$ cat src/rtl/osc_stab_pkg.sv
`timescale 1ns/1ps
package osc_stab_pkg;

  // milestone ladder: first exponent, then one gap of two, then steps of one
  localparam int NUM_THR  = 5;
  localparam int BASE_EXP = 11;
  localparam int TOP_EXP  = BASE_EXP + NUM_THR;
  localparam int CNT_W    = TOP_EXP + 1;
  localparam int SEL_W    = 3;
  localparam int IDX_W    = $clog2(NUM_THR);
  localparam int STAT_W   = 8;

  typedef logic [CNT_W-1:0]   cnt_t;
  typedef logic [NUM_THR-1:0] thr_vec_t;
  typedef logic [IDX_W-1:0]   thr_idx_t;

  function automatic int thr_exp(input int idx);
    return (idx == 0) ? BASE_EXP : BASE_EXP + 1 + idx;
  endfunction

  function automatic cnt_t thr_count(input int idx);
    cnt_t v;
    v = '0;
    v[thr_exp(idx)] = 1'b1;
    return v;
  endfunction

endpackage

$ cat src/rtl/osc_stab_rst_sync.sv
`timescale 1ns/1ps
module osc_stab_rst_sync #(
  parameter int STAGES = 2
) (
  input  logic clk,
  input  logic arst_n,
  output logic rst_n
);

  logic [STAGES-1:0] sync_q;
  logic [STAGES-1:0] sync_nxt;

  always_comb begin
    sync_nxt = {sync_q[STAGES-2:0], 1'b1};
  end

  always_ff @(posedge clk or negedge arst_n) begin
    if (!arst_n) begin
      sync_q <= '0;
    end else begin
      sync_q <= sync_nxt;
    end
  end

  assign rst_n = sync_q[STAGES-1];

endmodule

$ cat src/rtl/osc_stab_limit.sv
`timescale 1ns/1ps
module osc_stab_limit
  import osc_stab_pkg::*;
#(
  parameter int SW = SEL_W
) (
  input  logic [SW-1:0] sel,
  output thr_idx_t      idx,
  output cnt_t          limit
);

  // codes above the last milestone fold onto the longest one
  always_comb begin
    if (sel >= SW'(NUM_THR - 1)) begin
      idx = thr_idx_t'(NUM_THR - 1);
    end else begin
      idx = thr_idx_t'(sel);
    end
  end

  always_comb begin
    limit = '0;
    for (int i = 0; i < NUM_THR; i++) begin
      if (idx == thr_idx_t'(i)) begin
        limit = thr_count(i);
      end
    end
  end

endmodule

$ cat src/rtl/osc_stab_cnt.sv
`timescale 1ns/1ps
module osc_stab_cnt
  import osc_stab_pkg::*;
(
  input  logic clk,
  input  logic rst_n,
  input  logic clr,
  input  cnt_t limit,
  output cnt_t cnt_q,
  output cnt_t cnt_nxt
);

  logic below;
  logic cnt_en;

  assign below  = (cnt_q < limit);
  assign cnt_en = clr | below;

  always_comb begin
    if (clr) begin
      cnt_nxt = '0;
    end else if (below) begin
      cnt_nxt = cnt_q + cnt_t'(1);
    end else begin
      cnt_nxt = cnt_q;
    end
  end

  always_ff @(posedge clk or negedge rst_n) begin
    if (!rst_n) begin
      cnt_q <= '0;
    end else if (cnt_en) begin
      cnt_q <= cnt_nxt;
    end
  end

  AST_CNT_CEILING: assert property (@(posedge clk) disable iff (!rst_n)
    cnt_q <= thr_count(NUM_THR - 1));

  AST_CLEAR_WINS: assert property (@(posedge clk) disable iff (!rst_n)
    clr |=> (cnt_q == '0));

  AST_SAT_HOLD: assert property (@(posedge clk) disable iff (!rst_n)
    (!clr && (cnt_q >= limit)) |=> $stable(cnt_q));

endmodule

$ cat src/rtl/osc_stab_therm.sv
`timescale 1ns/1ps
module osc_stab_therm
  import osc_stab_pkg::*;
(
  input  logic     clk,
  input  logic     rst_n,
  input  logic     clr,
  input  cnt_t     cnt_nxt,
  output thr_vec_t stat_q
);

  thr_vec_t hit;
  thr_vec_t stat_nxt;
  logic     stat_en;

  for (genvar g = 0; g < NUM_THR; g++) begin : g_hit
    assign hit[g] = (cnt_nxt == thr_count(g));
  end

  assign stat_en = clr | (|(hit & ~stat_q));

  always_comb begin
    if (clr) begin
      stat_nxt = '0;
    end else begin
      stat_nxt = stat_q | hit;
    end
  end

  always_ff @(posedge clk or negedge rst_n) begin
    if (!rst_n) begin
      stat_q <= '0;
    end else if (stat_en) begin
      stat_q <= stat_nxt;
    end
  end

  AST_THERM_SHAPE: assert property (@(posedge clk) disable iff (!rst_n)
    (thr_vec_t'(stat_q + 1'b1) & stat_q) == '0);

  AST_CLEAR_STATUS: assert property (@(posedge clk) disable iff (!rst_n)
    clr |=> (stat_q == '0));

  for (genvar g = 0; g < NUM_THR; g++) begin : g_sticky
    AST_BIT_STICKY: assert property (@(posedge clk) disable iff (!rst_n)
      (!clr && stat_q[g]) |=> stat_q[g]);
  end

endmodule

$ cat src/rtl/osc_stab_monitor.sv
`timescale 1ns/1ps
module osc_stab_monitor
  import osc_stab_pkg::*;
(
  input  logic              clk_osc,
  input  logic              arst_osc_n,
  input  logic              clr_req,
  input  logic [SEL_W-1:0]  thr_sel,
  input  logic [2:0]        bit_sel,
  output logic              stab_done,
  output logic [STAT_W-1:0] stat_byte,
  output logic              stat_bit
);

  logic     rst_n;
  thr_idx_t sel_idx;
  cnt_t     limit;
  cnt_t     cnt_q;
  cnt_t     cnt_nxt;
  thr_vec_t stat_q;

  osc_stab_rst_sync #(.STAGES(2)) i_rst_sync (
    .clk    (clk_osc),
    .arst_n (arst_osc_n),
    .rst_n  (rst_n)
  );

  osc_stab_limit #(.SW(SEL_W)) i_limit (
    .sel   (thr_sel),
    .idx   (sel_idx),
    .limit (limit)
  );

  osc_stab_cnt i_cnt (
    .clk     (clk_osc),
    .rst_n   (rst_n),
    .clr     (clr_req),
    .limit   (limit),
    .cnt_q   (cnt_q),
    .cnt_nxt (cnt_nxt)
  );

  osc_stab_therm i_therm (
    .clk     (clk_osc),
    .rst_n   (rst_n),
    .clr     (clr_req),
    .cnt_nxt (cnt_nxt),
    .stat_q  (stat_q)
  );

  // shortest milestone lands on the highest used bit
  for (genvar g = 0; g < NUM_THR; g++) begin : g_map
    assign stat_byte[NUM_THR-1-g] = stat_q[g];
  end
  assign stat_byte[STAT_W-1:NUM_THR] = '0;

  assign stab_done = stat_q[sel_idx];
  assign stat_bit  = stat_byte[bit_sel];

  AST_DONE_REACHED: assert property (@(posedge clk_osc) disable iff (!rst_n)
    stab_done |-> (cnt_q >= limit));

  AST_DONE_NEEDS_BYTE: assert property (@(posedge clk_osc) disable iff (!rst_n)
    stab_done |-> (stat_byte != '0));

endmodule

$ cat config.mk
export PLATFORM = sky130hd
export DESIGN_NAME = osc_stab_monitor
export DESIGN_NICKNAME = d
export VERILOG_FILES = /design/src/rtl/osc_stab_pkg.sv /design/src/rtl/osc_stab_rst_sync.sv /design/src/rtl/osc_stab_limit.sv /design/src/rtl/osc_stab_cnt.sv /design/src/rtl/osc_stab_therm.sv /design/src/rtl/osc_stab_monitor.sv
export SDC_FILE = /design/constraint.sdc
export NUM_CORES = 1
export LEC_CHECK = 0
export BUFFER_PORTS_ARGS = -buffer_cell sky130_fd_sc_hd__clkbuf_2
export CAP_MARGIN = 40
export CORE_UTILIZATION = 45
export DETAILED_ROUTE_END_ITERATION = 6
export GPL_TIMING_DRIVEN = 0
export PLACE_DENSITY = 0.69
export RECOVER_POWER = 100
export SLEW_MARGIN = 25
export SYNTH_ARGS = -nofsm -noshare
export SYNTH_HDL_FRONTEND = slang
export SYNTH_SLANG_ARGS = --single-unit
$ cat constraint.sdc
create_clock -name clk_osc -period 2.7 [get_ports clk_osc]
set_input_delay 0 -clock clk_osc [delete_from_list [all_inputs] [get_ports clk_osc]]
set_output_delay 0 -clock clk_osc [all_outputs]
set_load 0.05 [all_outputs]
==> results.json <==
{
  "die_w_um": 64.4,
  "status": "completed",
  "ioPinCount": 19,
  "slew_headroom_pct": 50.1,
  "period_minus_slack_ns": 2.65,
  "fin_nets": 251,
  "skew_ns": 0.00987,
  "hp-class": "in -> async",
  "grt_pass1_vias": 1469,
  "drv_slew": 0,
  "comb_power_share_pct": 14.7,
  "clk_latency_ns": 0.27,
  "numCtsBuffers": 3,
  "synthMostInstantiatedCell": "dfrtp_1",
  "path_class": "reg -> reg",
  "synth-edff-count": 0,
  "fin_area_sq_mm": 0.00211,
  "drive_gt1_share_pct": 22.0,
  "numPortBuffers": 14,
  "die_h_um": 64.4,
  "cts.clk_slew.worst_paths_ns": 0.08,
  "rsz0062_at_grt": "true",
  "worstMarginPinSlew_ns": 0.749,
  "grt_max_degree": 15,
  "h-tree-depth": 1,
  "vias": 1584,
  "synth_cells": 204,
  "drtAntennaViolNets": 0,
  "synth_area_leaders": "dfrtp_1 (34%), xnor2_1 (5.0%), nor2_1 (4.9%)",
  "initial_core_util_pct": 47.6,
  "grt_antenna_before_repair": 0,
  "row_count": 22,
  "drc_errors": 0,
  "crit_path_start_kind": "flip-flop",
  "yosysTopAreaCellShare_pct": 34.2,
  "ys_ff_latch": 24,
  "clkPwrFrac_pct": 33.5,
  "dp_hpwl_um": 3160,
  "synth_area_sq_mm": 0.00175,
  "fin_ws_ns": 0.0476,
  "cp_max_fo": 5,
  "end_kind": "flip-flop",
  "dieArea_sq_mm": 0.00415,
  "cts_tree": "yes",
  "place_congestion": 0.869,
  "grt_usage_pct": 21.2,
  "clk_path_buf_depth": 2,
  "power_leakage_nw": 0.858,
  "yosysTopAreaCell": "dfrtp_1",
  "wl_per_cell_um": 14.7,
  "drt_iter0_markers": 48,
  "viasPerCell": 5.58,
  "grt_pass1_wl_um": 6820,
  "drt_first_pass_iters": 4,
  "final_cells": 284,
  "cp_data_arrival_time_ns": 2.85,
  "yosys_warnings": 0,
  "switchingPower_mw": 0.192,
  "cts_root_buf": "clkbuf_8",
  "nFillCells": 346,
  "core_region_area_sq_mm": 0.00369,
  "seqPwrFrac_pct": 51.7,
  "areaGrowthSynthToFinish_pct": 20.5,
  "cts_sinks": 24,
  "setup_viol": 0,
  "required_ns": 2.89,
  "final_util_pct": 57.3,
  "p_int_mw": 0.536,
  "async_reset_ff_share_pct": 100,
  "max_freq_mhz": 377,
  "ys_types": 53,
  "sw_frac_of_total_pct": 26.4,
  "diodes": 0,
  "drt_wl_total_um": 4180,
  "pre_cts_ws_ns": -0.198,
  "synth_commonest_cells": "dfrtp_1 (24), nor2_1 (23), nand2_1 (17)",
  "overflow": 0,
  "ys_seq_area_share_pct": 34.2,
  "synth_ff_type": "dfrtp_1",
  "power_density_mw_per_mm2": 345,
  "dp.cells": 269,
  "fin_crit_sh_pct": 98.2,
  "final_hold_viol_count": 0,
  "place_area_sq_mm": 0.00191,
  "avgSynthCellArea_sq_um": 8.60,
  "irDropWorstVdd_uv": 233,
  "cap_violations": 0
}
critical path, stage by stage (launching register included):
cell,delay (ns)
dfrtp_1,0.43
ha_4,0.26
a21o_4,0.23
a211o_1,0.29
or4b_4,0.53
mux2i_4,0.20
inv_2,0.06
or4_4,0.48
o21ai_2,0.11
metal layers:
layer | routed length (um) | global-route usage, %
met1 | 2050 | 32.5
met2 | 1910 | 31.3
met3 | 184 | 2.46
met4 | 35 | 5.83
met5 | 0 | 0
state kept, by name, indices dropped and copies added (netlist names):
register and cells:
i_cnt.cnt_q 17, i_rst_sync.sync_q 2, i_therm.stat_q 5
stage by stage:
stage | power (mW) | setup TNS, ns | hold slack [ns]
after floorplan | 0.455 | 0 | -0.296
after global placement | 0.479 | -0.550 | -0.213
after detailed placement | 0.484 | -0.521 | -0.210
after CTS | 0.735 | 0 | 0.0382
after global routing | 0.762 | -0.0499 | 0.0710
final | 0.728 | 0 | 0.0530
worst paths after layout:
path                       cells after the start  slack [ns]                 start              endpoint
max                                            8        0.05       i_cnt.cnt_q[16]     i_therm.stat_q[1]
min                                            2        0.05            arst_osc_n  i_rst_sync.sync_q[1]
max reg2reg                                    8        0.05       i_cnt.cnt_q[16]     i_therm.stat_q[1]
min reg2reg                                    0        0.15  i_rst_sync.sync_q[1]        i_cnt.cnt_q[1]
max in group asynchronous                      1        1.51  i_rst_sync.sync_q[1]       i_cnt.cnt_q[13]
min in group clk_osc                           3        0.09               clr_req     i_therm.stat_q[1]
power groups by stage:
stage               registers [mW]  logic [mW]  clock network, mW
detailed placement           0.385      0.0997                  0
floorplan                    0.384      0.0717                  0
global placement             0.388      0.0916                  0
global route                 0.379       0.119              0.264
CTS                          0.377       0.104              0.253
finish                       0.377       0.107              0.244
layout by cell type (no fill, tap or decap), types with 8 or more instances in the layout:
cell,synthesis,routed
xnor2_1,10,10
clkbuf_2,0,8
nand4_1,11,11
clkbuf_1,4,11
nand2_1,17,17
nor2_1,23,23
dfrtp_1,24,21
nor3_1,9,8
inv_1,10,10
buf_4,4,14
layout make-up:
class | instances | area, sq um | area share, %
sequential | 24 | 604 | 28.6
clock buffer | 4 | 55.1 | 2.61
multi-input combinational | 160 | 1130 | 53.7
tap | 48 | 60.1 | 2.84
inverter | 11 | 41.3 | 1.95
timing repair buffer | 26 | 149 | 7.05
buffer | 11 | 68.8 | 3.26
timing repair:
| item | 4_1_cts | 5_1_grt |
|---|---|---|
| resized for setup | 6 | 12 |
| hold buffers | 1 | 0 |
| pin swaps | 4 | 3 |
| setup endpoints to repair | 5 | 5 |
| hold endpoints to repair | 2 | 0 |
| gates cloned | 0 | 0 |
| buffers inserted | 4 | 6 |
kinds of logic (layout without fill, tap and decap cells):
family / after synthesis / in the layout / synth area share [%]
AND/OR/NAND/NOR: 95 / 95 / 28.7
AO/OA/AOI/OAI: 37 / 37 / 15.1
XOR/XNOR: 15 / 15 / 7.49
multiplexers: 4 / 4 / 4.42
buffers and inverters: 22 / 52 / 6.13
other: 2 / 4 / 0.428
flip-flops: 24 / 24 / 34.2
adder cells (fa/ha/maj): 5 / 5 / 3.57
(Power assumes the default switching activity.)
